## src/rtl/lpcm_pkg.sv

```systemverilog
package lpcm_pkg;

    localparam int LIN_W      = 14;
    localparam int MAG_W      = LIN_W + 1;
    localparam int PCM_W      = 8;
    localparam int CHORD_W    = 3;
    localparam int STEP_W     = 4;
    localparam int BASE_BIT   = LIN_W - 9;                 // highest bit index of chord 0 span
    localparam int MAG_MAX    = (1 << (LIN_W - 1)) - 1;    // largest encodable magnitude
    localparam int MU_BIAS    = 33;
    localparam int MU_CLIP    = MAG_MAX - MU_BIAS;
    localparam int A_SEG_EDGE = 1 << (BASE_BIT + 1);        // end of A-law linear segment

    typedef enum logic {
        LAW_MU = 1'b0,
        LAW_A  = 1'b1
    } law_e;

    typedef enum logic [1:0] {
        FMT_PLAIN   = 2'd0,
        FMT_INV_MAG = 2'd1,
        FMT_ALT_BIT = 2'd2,
        FMT_SPARE   = 2'd3
    } fmt_e;

    typedef struct packed {
        logic                 sign;
        logic [CHORD_W-1:0]   chord;
        logic [STEP_W-1:0]    step;
    } pcm_t;

    // XOR pattern applied to the sign-magnitude word for each line code
    function automatic logic [PCM_W-1:0] line_mask(fmt_e f);
        case (f)
            FMT_INV_MAG: line_mask = 8'h7F;
            FMT_ALT_BIT: line_mask = 8'h55;
            default:     line_mask = 8'h00;
        endcase
    endfunction

    // index of the most significant set bit (0 when no bit is set)
    function automatic logic [3:0] lead_one(logic [MAG_W-1:0] v);
        lead_one = '0;
        for (int i = 0; i < MAG_W; i++) begin
            if (v[i]) lead_one = 4'(i);
        end
    endfunction

endpackage

```

## src/rtl/lpcm_encoder.sv

```systemverilog
module lpcm_encoder
    import lpcm_pkg::*;
(
    input  law_e                    law,
    input  logic [LIN_W-1:0]        lin,
    output pcm_t                    fields
);

    logic [MAG_W-1:0] mag;
    logic [MAG_W-1:0] biased;
    logic [3:0]       lead;
    logic [CHORD_W-1:0] chord;
    logic [MAG_W-1:0] shifted;

    always_comb begin
        mag = lin[LIN_W-1] ? (MAG_W'(0) - {lin[LIN_W-1], lin}) : {1'b0, lin};

        if (law == LAW_MU) begin
            biased = (mag > MAG_W'(MU_CLIP)) ? MAG_W'(MU_CLIP) : mag;
            biased = biased + MAG_W'(MU_BIAS);
        end else begin
            biased = (mag > MAG_W'(MAG_MAX)) ? MAG_W'(MAG_MAX) : mag;
        end

        lead = lead_one(biased);

        if (law == LAW_A && biased < MAG_W'(A_SEG_EDGE)) begin
            chord   = '0;
            shifted = biased >> 2;
        end else begin
            chord   = CHORD_W'(lead - 4'(BASE_BIT));
            shifted = biased >> (32'(chord) + 1);
        end

        fields.sign  = ~lin[LIN_W-1];
        fields.chord = chord;
        fields.step  = shifted[STEP_W-1:0];
    end

endmodule

```

## src/rtl/lpcm_decoder.sv

```systemverilog
module lpcm_decoder
    import lpcm_pkg::*;
(
    input  law_e                    law,
    input  pcm_t                    fields,
    output logic [LIN_W-1:0]        lin
);

    logic [MAG_W-1:0] seg_level;
    logic [MAG_W-1:0] scaled;
    logic [MAG_W-1:0] mag;

    always_comb begin
        seg_level = MAG_W'(MU_BIAS) + MAG_W'({fields.step, 1'b0});
        scaled    = seg_level << fields.chord;

        if (law == LAW_MU) begin
            mag = scaled - MAG_W'(MU_BIAS);
        end else if (fields.chord == '0) begin
            mag = MAG_W'({fields.step, 2'b10});
        end else begin
            mag = scaled;
        end

        lin = fields.sign ? mag[LIN_W-1:0] : LIN_W'(MAG_W'(0) - mag);
    end

endmodule

```

## src/rtl/lpcm_codec.sv

```systemverilog
module lpcm_codec
    import lpcm_pkg::*;
(
    input  logic        clk,
    input  logic        rst,
    input  logic        en,
    input  logic        law_sel,
    input  logic [1:0]  fmt_sel,
    input  logic [13:0] lin_in,
    input  logic [7:0]  pcm_in,
    output logic [7:0]  pcm_out,
    output logic [13:0] lin_out
);

    law_e             law;
    fmt_e             fmt;
    logic [PCM_W-1:0] mask;
    pcm_t             enc_fields;
    pcm_t             dec_fields;
    logic [LIN_W-1:0] dec_lin;

    assign law        = law_e'(law_sel);
    assign fmt        = fmt_e'(fmt_sel);
    assign mask       = line_mask(fmt);
    assign dec_fields = pcm_t'(pcm_in ^ mask);

    lpcm_encoder u_enc (
        .law    (law),
        .lin    (lin_in),
        .fields (enc_fields)
    );

    lpcm_decoder u_dec (
        .law    (law),
        .fields (dec_fields),
        .lin    (dec_lin)
    );

    always_ff @(posedge clk) begin
        if (rst) begin
            pcm_out <= '0;
            lin_out <= '0;
        end else if (en) begin
            pcm_out <= PCM_W'(enc_fields) ^ mask;
            lin_out <= dec_lin;
        end
    end

    AST_HOLD_IDLE: assert property (@(posedge clk) disable iff (rst) !en |=> $stable(pcm_out) && $stable(lin_out));
    AST_SIGN_POS: assert property (@(posedge clk) disable iff (rst) en && !lin_in[13] |=> pcm_out[7]);
    AST_SIGN_NEG: assert property (@(posedge clk) disable iff (rst) en && lin_in[13] |=> !pcm_out[7]);
    AST_OVERLOAD: assert property (@(posedge clk) disable iff (rst) en && fmt_sel == 2'd0 && lin_in == 14'h2000 |=> pcm_out == 8'h7F);
    AST_DEC_NONNEG: assert property (@(posedge clk) disable iff (rst) en && pcm_in[7] |=> !lin_out[13]);
    AST_DEC_NONPOS: assert property (@(posedge clk) disable iff (rst) en && !pcm_in[7] |=> lin_out[13] || lin_out == 14'd0);
    AST_A_NONZERO: assert property (@(posedge clk) disable iff (rst) en && law_sel |=> lin_out != 14'd0);

endmodule

```

## config.mk

```make
export PLATFORM = sky130hd
export DESIGN_NAME = lpcm_codec
export DESIGN_NICKNAME = d
export VERILOG_FILES = /design/src/rtl/lpcm_pkg.sv /design/src/rtl/lpcm_encoder.sv /design/src/rtl/lpcm_decoder.sv /design/src/rtl/lpcm_codec.sv
export SDC_FILE = /design/constraint.sdc
export NUM_CORES = 1
export LEC_CHECK = 0
export ABC_AREA = 1
export BUFFER_PORTS_ARGS = -buffer_cell sky130_fd_sc_hd__buf_2
export CAP_MARGIN = 20
export CORE_UTILIZATION = 64
export DETAILED_ROUTE_END_ITERATION = 8
export PLACE_DENSITY_LB_ADDON = 0.12
export RECOVER_POWER = 50
export SETUP_SLACK_MARGIN = 0.2
export SYNTH_ARGS = -nofsm -noshare
export SYNTH_HDL_FRONTEND = slang
export SYNTH_SLANG_ARGS = --single-unit
```

## constraint.sdc

```tcl
create_clock -name clk -period 7.82 [get_ports clk]
set_input_delay 1.564 -clock clk [delete_from_list [all_inputs] [get_ports clk]]
set_output_delay 1.564 -clock clk [all_outputs]
set_load 0.03 [all_outputs]
```

# After elaboration in Yosys (flattened, before gate mapping)

Index checks and enable logic that the tools add are counted.

Output and inout bits: 22
Logic and storage cells: 45
Bits of input ports: 28
Bits in registers: 22

Reduce and logical (&&, ||, !) cells: 2
$add $sub $neg: 7
Eq/ne operators: 2
Magnitude comparators: 3
Bitwise operators: 3
Shift-type cells: 2
Mux-type cells: 24

Operators with widths:

| cell                                                            | number |
|---|---|
| 2-to-1 mux 15 bit                                               | 4 |
| 2-to-1 mux 14 bit                                               | 3 |
| 2-to-1 mux 3 bit                                                | 13 |
| greater-than comparator 15 x 13 -> 1 bit, second input constant | 2 |
| bitwise XOR 8 bit                                               | 2 |
| adder 15 x 6 -> 15 bit, second input constant                   | 1 |
| < comparator 15 x 7 -> 1 bit, second input constant             | 1 |
| right shift 15 x 4 -> 4 bit                                     | 1 |
| subtractor 1 x 14 -> 15 bit, first input constant               | 1 |
| case mux 7 bit (2 select lines)                                 | 1 |
| left shift 7 x 3 -> 14 bit                                      | 1 |
| subtractor 1 x 14 -> 14 bit, first input constant               | 1 |
| subtractor 14 x 6 -> 14 bit, second input constant              | 1 |
| adder 6 x 5 -> 7 bit, first input constant                      | 1 |
| adder 3 x 1 -> 4 bit, second input constant                     | 1 |
| 2-to-1 mux 4 bit                                                | 1 |
| zero test 3 bit                                                 | 1 |
| subtractor 3 bit, second input constant                         | 1 |
| equality test 2 x 1 -> 1 bit, second input constant             | 1 |
| equality test 2 bit, second input constant                      | 1 |
| 2-to-1 mux 2 bit                                                | 1 |
| logical AND 1 bit                                               | 1 |
| 2-to-1 mux 1 bit                                                | 1 |
| NOT 1 bit                                                       | 1 |

# Logic depth before layout (Yosys ltp)

Gate-level depths: netlist of the first run.

Word-level depth: 25
Depth in mapped cells: 43
Mapped depth without buffers: 41

# By module

A second synthesis of the first run with hierarchy kept.

Cells, all modules: 685
Area total of the unflattened synthesis: 3746.1 µm²

By module, submodules not included:

| module       | seq. area each (µm²) | area an instance (µm²) | times used | cells each |
|---|---|---|---|---|
| lpcm_encoder | 0.0                  | 1736.7                 | 1          | 348 |
| lpcm_decoder | 0.0                  | 1017.2                 | 1          | 194 |
| lpcm_codec   | 440.4                | 992.2                  | 1          | 143 |

# Worst setup path after synthesis of the first run

No wires, ideal clock.

Kind: input to register
From: input lin_in[0]
To: register pcm_out[0]
Path slack: 3.001 ns
Arrival time: 4.710 ns
Data required time: 7.711 ns
Stages on the path: 38
Path through: inv_2 > ha_1 > inv_1 > nand3_1 > nand2_2 > nor2_4 > nand3_2 > a21oi_1 > nand3_1 > nand2_1 > nand2_2 > buf_6 > nand2_1 > ha_1 > inv_1 > o311ai_0 > nand2_1 > nand2_1 > [... 2 more ...] > nand2_1 > nand2_1 > nand2_1 > nand2_1 > nand2_1 > nand2_2 > nand2_4 > nand2_4 > buf_8 > nand3_2 > nand2_1 > nand3_1 > nand2_1 > nand2_1 > nand3_1 > nand3_1 > nand2_1 > inv_1

Longest elaborated chain between the ends: 25

RTL lines:

| element                                  | RTL line           | text |
|---|---|---|
| start, declared                          | lpcm_codec.sv:9    | `input logic [13:0] lin_in,` |
| subtractor 1 x 14 -> 15 bit              | lpcm_encoder.sv:16 | `mag = lin[LIN_W-1] ? (MAG_W'(0) - {lin[LIN_W-1], lin}) : {1'b0, lin};` |
| 2-to-1 mux 15 bit (*)                    | lpcm_encoder.sv:16 |  |
| greater-than comparator 15 x 13 -> 1 bit | lpcm_encoder.sv:19 | `biased = (mag > MAG_W'(MU_CLIP)) ? MAG_W'(MU_CLIP) : mag;` |
| 2-to-1 mux 15 bit                        | lpcm_encoder.sv:19 |  |
| adder 15 x 6 -> 15 bit                   | lpcm_encoder.sv:20 | `biased = biased + MAG_W'(MU_BIAS);` |
| 2-to-1 mux 15 bit (*)                    | lpcm_encoder.sv:18 | `if (law == LAW_MU) begin` |
| 2-to-1 mux 1 bit                         | lpcm_pkg.sv:45     | `if (v[i]) lead_one = 4'(i);` |
| 2-to-1 mux 2 bit                         | lpcm_pkg.sv:45     |  |
| 2-to-1 mux 3 bit (12 in a row)           | lpcm_pkg.sv:45     |  |
| subtractor 3 bit                         | lpcm_encoder.sv:31 | `chord = CHORD_W'(lead - 4'(BASE_BIT));` |
| adder 3 x 1 -> 4 bit                     | lpcm_encoder.sv:32 | `shifted = biased >> (32'(chord) + 1);` |
| right shift 15 x 4 -> 4 bit              | lpcm_encoder.sv:32 |  |
| 2-to-1 mux 4 bit (*)                     | lpcm_encoder.sv:27 | `if (law == LAW_A && biased < MAG_W'(A_SEG_EDGE)) begin` |
| bitwise XOR 8 bit (*)                    | lpcm_codec.sv:44   | `pcm_out <= PCM_W'(enc_fields) ^ mask;` |
| end signal, assigned                     | lpcm_codec.sv:44   |  |
| end, declared                            | lpcm_codec.sv:11   | `output logic [7:0] pcm_out,` |

Mark *: on every way between the ends. The rest lies on a longest branch, timed or not.
A chain may end at the register's enable or synchronous reset.

# Worst setup path after layout of the first run

From: input lin_in[0]
To: register pcm_out[1]

The elaborated chain is that of the path after synthesis.

==> run_results.csv, run 1 <==
group,metric,value,unit
place,place_hpwl,6.648,mm
timing,slew_violations,43,
floorplan,start_util,0.6681,
detailed_routing,dr.pass1.iters,6,
cts,cts_buffer_depth,2,
global_routing,grt_max_degree,43,
critical_path,start_kind,"primary input",
cts,clk_pin_slew,0.08,ns
global_routing,grt_busiest_layer,"met2",
critical_path,reg2reg_depth,2,
status,violations,"max-capacitance violations, max-slew violations",
logic_synthesis,synth_nets,650,
hold_path,hp-start,"lin_out[1]",
logic_synthesis,yosysTopAreaCellShare,0.2134,
logic_synthesis,ys_warn_count,0,
power_and_ir_drop,irDropWorstVdd,0.08445,mV
status,outcome,"finished with violations",
floorplan,die_w,75.02,um
power_and_ir_drop,p_per_area,152.3,nW/um^2
final_layout,nets,686,
critical_path,cp_data_arrival_time,5.55,ns
detailed_routing,drc,0,
place,dp_slack,2.226,ns
global_routing,overflow,0,
logic_synthesis,postSynthAreaPerCell,5.530,um^2
logic_synthesis,ys_types,41,
place,io_buffers,49,
logic_synthesis,ys.flop_type,"dfxtp_1",
critical_path,cpMaxStageDelayCell,"o311ai_0",
final_layout,final_util,0.7131,
critical_path,worst-endpoint-required,7.98,ns
timing,final.setup.worst_slack,2.427,ns
critical_path,cp_common_cell,"nand2_1",
critical_path,rr_startpoint,"lin_out[10]",
logic_synthesis,netlist_area,3412,um^2
cts,htreeDepth,1,
detailed_routing,vias,3903,
cts,clock-root-buffer,"clkbuf_8",
timing,hold_violations,0,
detailed_routing,initialDrtViolationCount,302,
logic_synthesis,synthArstFlopShare,0,
logic_synthesis,yosysTopAreaCell,"nand2_1",
timing,period_share,0.6896,
logic_synthesis,syn_inst,617,
logic_synthesis,seq_area_frac_synth,0.1291,
hold_path,hold_class,"reg2reg",
timing,layout_min_cycle_time,5.393,ns
cts,cts_resized,0,
power_and_ir_drop,leakagePower,1.938,nW
final_layout,syn_to_final_growth,6.747,%
global_routing,met2_usage,0.5435,
hold_path,holdPathStages,2,
floorplan,core-area,5107,um^2
timing,grt_setup_unrepaired,"no",
timing,worst_pin_slew,1.558,ns
global_routing,grtUsageMet1,0.4031,
detailed_routing,ant_nets,0,
timing,slew_headroom,-0.03845,
timing,fin_skew,0,ns
logic_synthesis,yosysMostFrequentCell,"nand2_1",
global_routing,use_met3,0.01339,
cts,cts-hold-fix-buffers,0,
job,drv_cap,1,
floorplan,row_count,26,
final_layout,num_antenna_cells,0,
cts,clk_latency,0.25,ns
critical_path,end_kind,"flop",
global_routing,grt_pass1_vias,3184,
detailed_routing,avgRoutedWirePerCell,11.73,um
timing,max_freq,185.4,MHz
cts,cts_tree,"yes",
cts,cts_buffers,3,
critical_path,critPathMaxStageDelay,0.31,ns
final_layout,drive_gt1_frac,0.1582,
global_routing,grt_pass1_wl,13.51,mm
logic_synthesis,synth_edf_count,0,
detailed_routing,drt_wl_total,8.458,mm
global_routing,track_usage,0.2997,
logic_synthesis,synth_seq_cells,22,
logic_synthesis,synthTopCellsByCount,"194 x nand2_1, 72 x inv_1, 64 x nor2_1, 62 x nand3_1, 29 x o21ai_0",
global_routing,antenna_found_initial,0,
timing,finalSetupViolations,0,
logic_synthesis,synth_area_leaders,"nand2_1 21%, dfxtp_1 13%, nand3_1 9.1%",
critical_path,path_max_fanout,15,
detailed_routing,vias_per_cell,5.413,
floorplan,die_area,5627,um^2
timing,setup-tns-final,0,ns
floorplan,ios,50,
place,place.gp.congestion,0.9308,
cts,post-cts-setup-buffers,0,
cts,cts_num_sinks,22,
critical_path,cp-startpoint,"lin_in[0]",
critical_path,critPathKind,"in2reg",
floorplan,fp.dieH,75.02,um
==> where the power goes <==
| group | internal, mW | total [mW] | leakage (nW) | switching [mW] |
|---|---|---|---|---|
| sequential | 0.125 | 0.132 | 0.183 | 0.00689 |
| combinational | 0.111 | 0.355 | 1.73 | 0.244 |
| clock | 0.0343 | 0.0678 | 0.0216 | 0.0336 |
==> cells by family (layout without fill, tap and decap cells) <==
logic type / count (synthesis) / after routing / synth area share
AO/OA/AOI/OAI: 70 / 70 / 0.1239
XOR/XNOR: 21 / 21 / 0.05611
adder cells (fa/ha/maj): 5 / 5 / 0.01834
buffers and inverters: 105 / 139 / 0.1298
flip-flops: 22 / 22 / 0.1291
AND/OR/NAND/NOR: 394 / 394 / 0.5427
==> final cells by class <==
class	instances	area, um^2
Multi-Input combinational cell	490	2529
Fill cell	481	1465
Sequential cell	22	440.4
Inverter	87	326.6
Timing Repair Buffer	49	217.7
Tap cell	70	87.58
Clock buffer	3	41.29
==> flip-flops by register name, summed over array words and instances (netlist names) <==
signal	flops
lin_out	14
pcm_out	8
==> final timing paths <==
check                 to  slack [ns]
max           pcm_out[1]        2.43
min           lin_out[1]        0.48
max reg2reg  lin_out[10]        6.95
min reg2reg   lin_out[1]        0.48
==> cells in the final DEF, fill, tap and decap left out, drive strengths merged, types with 2 or more instances in the layout <==
cell type	n
nand2	229
nand4	8
nor3	8
o21ai	34
clkinv	3
o22ai	2
o221ai	5
nor2	71
xor2	15
nand3	73
buf	27
inv	84
clkbuf	25
nand3b	4
xnor2	6
a21oi	20
ha	5
o211ai	4
dfxtp	22
==> worst max-delay path: cells and delay by family <==
family,cells,cell delay (ns)
AND/OR/NAND/NOR,28,2.65
AO/OA/AOI/OAI,2,0.46
adder cells (fa/ha/maj),2,0.44
buffers and inverters,5,0.39
==> metal layers <==
layer	share of wire	wire [um]
met3	0.043	362
met2	0.49	4108
met1	0.47	3947
met4	0.0046	39
met5	0	0
==> stage by stage <==
step	cell area [um^2]	power [mW]	std cells	hold WS, ns
after floorplan	3412	0.4165	617	0.5841
after global placement	3628	0.4771	718	0.4558
after detailed placement	3628	0.4851	718	0.4589
after CTS	3670	0.5519	721	0.4698
after global routing	3642	0.6060	721	0.5200
final	3642	0.5547	721	0.4799
Note: power is estimated with default switching activity, not from simulation.
==> run 2: changes to the inputs <==
--- a/config.mk
+++ b/config.mk
@@ -5,10 +5,10 @@
 export SDC_FILE = /design/constraint.sdc
 export NUM_CORES = 1
 export LEC_CHECK = 0
-export ABC_AREA = 1
+export ABC_AREA = 0
 export BUFFER_PORTS_ARGS = -buffer_cell sky130_fd_sc_hd__buf_2
 export CAP_MARGIN = 20
-export CORE_UTILIZATION = 64
+export CORE_UTILIZATION = 60
 export DETAILED_ROUTE_END_ITERATION = 8
 export PLACE_DENSITY_LB_ADDON = 0.12
 export RECOVER_POWER = 50
==> constraint.sdc (replaced) <==
create_clock -name clk -period 5.3 [get_ports clk]
set_input_delay 1.06 -clock clk [delete_from_list [all_inputs] [get_ports clk]]
set_output_delay 1.06 -clock clk [all_outputs]
set_load 0.03 [all_outputs]
==> run 2 against run 1 <==
Effect of this change: the flow finishes with violations (max-capacitance violations, max-slew violations, negative setup slack); cell count rose by 1.1%; clock skew unchanged; combinational power up 110%; critical path depth is 13 lower; via count up 31%; synthesized area rose by 12%; sequential share of layout area decreased by 3.8 points; synthesized cell count fell by 13%; utilization grew 17 points; worst setup slack worse by 2.6 ns; critical endpoint is now pcm_out[6].
==> run_results.csv, run 2 <==
group,metric,value,unit
cts,cts_buffer_depth,2,
place,place_hpwl,9.716,mm
place,place.gp.congestion,0.9632,
timing,slew_headroom,-0.1046,
final_layout,reg.largest.list,"lin_out x14, pcm_out x8",
timing,fin_hold_ws,0.4921,ns
logic_synthesis,synthTopCellsByCount,"72 x nor2_1, 29 x nand2_1, 27 x a21oi_1, 23 x clkbuf_1",
timing,max_freq,184.1,MHz
timing,layout_min_cycle_time,5.432,ns
power_and_ir_drop,power.total,1.113,mW
logic_synthesis,synth_nets,568,
timing,final.setup.worst_slack,-0.1324,ns
logic_synthesis,ys_warn_count,0,
logic_synthesis,ys_types,89,
critical_path,critPathKind,"in2reg",
logic_synthesis,netlist_area,3812,um^2
logic_synthesis,syn_inst,535,
cts,cts_buffers,3,
timing,period_share,1.025,
power_and_ir_drop,p_per_area,208.5,nW/um^2
status,outcome,"finished with violations",
critical_path,cp_common_cell,"buf_6",
global_routing,grt_pass1_wl,20.09,mm
detailed_routing,ant_nets,0,
floorplan,fp.dieH,81.71,um
global_routing,track_usage,0.3812,
critical_path,path_cells,"buf_4, inv_2, ha_4, or4b_4, o21ai_4, xor2_2, or3_4, nor2_4, nand2_1, nand2_2, ha_4, nand2_2, or3_4, a21o_4, a311o_1, buf_6, nor3_4, buf_6, a31oi_4, buf_6, buf_6, xnor2_2, mux2i_1, nor2_1",
critical_path,path_max_fanout,6,
final_layout,final_cells,729,
detailed_routing,drc,0,
critical_path,cpMaxStageDelayCell,"or4b_4",
critical_path,start_kind,"primary input",
logic_synthesis,ys.flop_type,"dfxtp_1",
final_layout,drive_gt1_frac,0.3502,
final_layout,final_util,0.8862,
detailed_routing,initialDrtViolationCount,484,
critical_path,end_kind,"flop",
final_layout,fin_area,5340,um^2
status,violations,"max-capacitance violations, max-slew violations, negative setup slack",
detailed_routing,dr.pass1.iters,6,
floorplan,die_w,81.71,um
timing,fin_skew,0,ns
global_routing,overflow,0,
cts,clk_latency,0.27,ns
timing,finalSetupViolations,4,
detailed_routing,drt_wl_total,14.39,mm
critical_path,r2r-end,"pcm_out[0]",
detailed_routing,avgRoutedWirePerCell,19.74,um
final_layout,layout_common_cells,"89 x buf_4, 68 x nor2_1, 26 x nand2_1, 26 x buf_2",
final_layout,nFillCells,320,
critical_path,rrSetupSlack,4.43,ns
floorplan,start_util,0.6327,
logic_synthesis,synthArstFlopShare,0,
cts,htreeDepth,1,
detailed_routing,vias,5119,
timing,slew_violations,36,
global_routing,antenna_found_initial,0,
logic_synthesis,synth_area_leaders,"dfxtp_1 12%, nor2_1 7.1%, xnor2_1 5.1%",
cts,cts_tree,"yes",
hold_path,hp-start,"lin_out[11]",
logic_synthesis,synth_seq_cells,22,
timing,grt_setup_unrepaired,"yes",
critical_path,critPathMaxStageDelay,0.51,ns
timing,setup-tns-final,-0.2676,ns
final_layout,nets,688,
critical_path,worst-endpoint-required,5.45,ns
cts,clk_pin_slew,0.08,ns
power_and_ir_drop,leakagePower,2.113,nW
floorplan,ios,50,
critical_path,cp_data_arrival_time,5.58,ns
global_routing,grt_pass1_vias,4245,
critical_path,rr_startpoint,"pcm_out[0]",
final_layout,num_antenna_cells,0,
cts,cts_num_sinks,22,
logic_synthesis,yosysTopAreaCell,"dfxtp_1",
hold_path,holdPathEnd,"lin_out[11]",
place,dpl-instance-area,4720,um^2
final_layout,largest_reg_flops,14,
place,placed_cells,701,
logic_synthesis,postSynthAreaPerCell,7.126,um^2
place,dp_slack,-0.2280,ns
logic_synthesis,synth_edf_count,0,
power_and_ir_drop,irDropWorstVdd,0.3278,mV
logic_synthesis,yosysTopAreaCellShare,0.1155,
critical_path,reg2reg_depth,3,
final_layout,syn_to_final_growth,40.07,%
place,io_buffers,49,
hold_path,holdPathStages,2,
floorplan,row_count,28,
floorplan,core-area,6026,um^2
final_layout,regMostFlops,"lin_out",
timing,worst_pin_slew,1.657,ns
logic_synthesis,seq_area_frac_synth,0.1155,
hold_path,hold_class,"reg2reg",
cts,cts-hold-fix-buffers,0,
global_routing,grt_max_degree,36,
timing,hold_violations,0,
detailed_routing,vias_per_cell,7.022,
cts,clock-root-buffer,"clkbuf_8",
job,drv_cap,1,
final_layout,final_common_cell,"buf_4",
floorplan,die_area,6677,um^2
logic_synthesis,yosysMostFrequentCell,"nor2_1",
[run 2: changes by cell type after synthesis, sizes merged, moves of 15 or more]
| cell | previous run | this run |
|---|---|---|
| a211oi | 1 | 25 |
| o21ai | 34 | 19 |
| inv | 84 | 14 |
| nand2 | 229 | 29 |
| nand3 | 73 | 17 |
| xnor2 | 6 | 22 |
| mux2i | 0 | 15 |
[run 2: area by class of cell]
type / instances / area [um^2] / share of cell area
tap: 75 / 93.84 / 0.01757
multi-input combinational: 462 / 3625 / 0.6788
clock inverter: 1 / 30.03 / 0.005623
clock buffer: 3 / 41.29 / 0.007732
inverter: 15 / 60.06 / 0.01125
timing repair buffer: 151 / 1050 / 0.1966
sequential: 22 / 440.4 / 0.08247
[run 2: power by group]
part | leakage (nW) | switching [mW] | internal (mW)
Clock | 0.0357 | 0.0586 | 0.101
Sequential | 0.182 | 0.0109 | 0.185
Combinational | 1.89 | 0.452 | 0.306
Total | 2.11 | 0.521 | 0.592
[run 2: worst max-delay path by stage]
| stage | slack (ns) | cells past startpoint | from | to |
|---|---|---|---|---|
| 4_1_cts | 0.19 | 22 | lin_in[0] | pcm_out[2] |
| 6_report | -0.13 | 24 | lin_in[1] | pcm_out[6] |
| 3_3_place_gp | -0.13 | 21 | lin_in[1] | pcm_out[2] |
| 2_1_floorplan | -0.13 | 23 | lin_in[5] | pcm_out[3] |
| 3_5_place_dp | -0.23 | 23 | lin_in[1] | pcm_out[3] |
| 5_1_grt | -0.28 | 23 | lin_in[0] | pcm_out[3] |
[run 2: worst max-delay path: cells and delay by family]
kind / cells / cell delay (ns)
and+or+nand+nor: 9 / 2.00
AOI/OAI and AO/OA: 4 / 1.01
buffers and inverters: 6 / 0.80
adders and majority gates: 2 / 0.28
xor gates and xnor gates: 2 / 0.23
muxes: 1 / 0.19
[run 2: repair_timing]
| action | 4_1_cts | 5_1_grt |
|---|---|---|
| setup buffers | 13 | 11 |
| gates resized for setup | 17 | 60 |
| endpoints found under the setup margin | 5 | 7 |
| gates cloned | 0 | 0 |
| pin swaps | 14 | 34 |
[run 2: cells by family after synthesis]
group,count (synthesis),share of synthesized area
AOI/OAI and AO/OA,180,0.3669
xor gates and xnor gates,41,0.09616
adders and majority gates,5,0.01641
buffers and inverters,51,0.05809
DFF,22,0.1155
muxes,19,0.05218
and+or+nand+nor,217,0.2947
[run 2: routing by layer]
layer | GRT usage | vias to the layer above | share of wire
li1 | - | 2298 | -
met1 | 0.4834 | 2336 | 0.38
met2 | 0.6517 | 392 | 0.47
met3 | 0.06000 | 93 | 0.10
met4 | 0.1298 | 0 | 0.050
met5 | 0 | - | 0
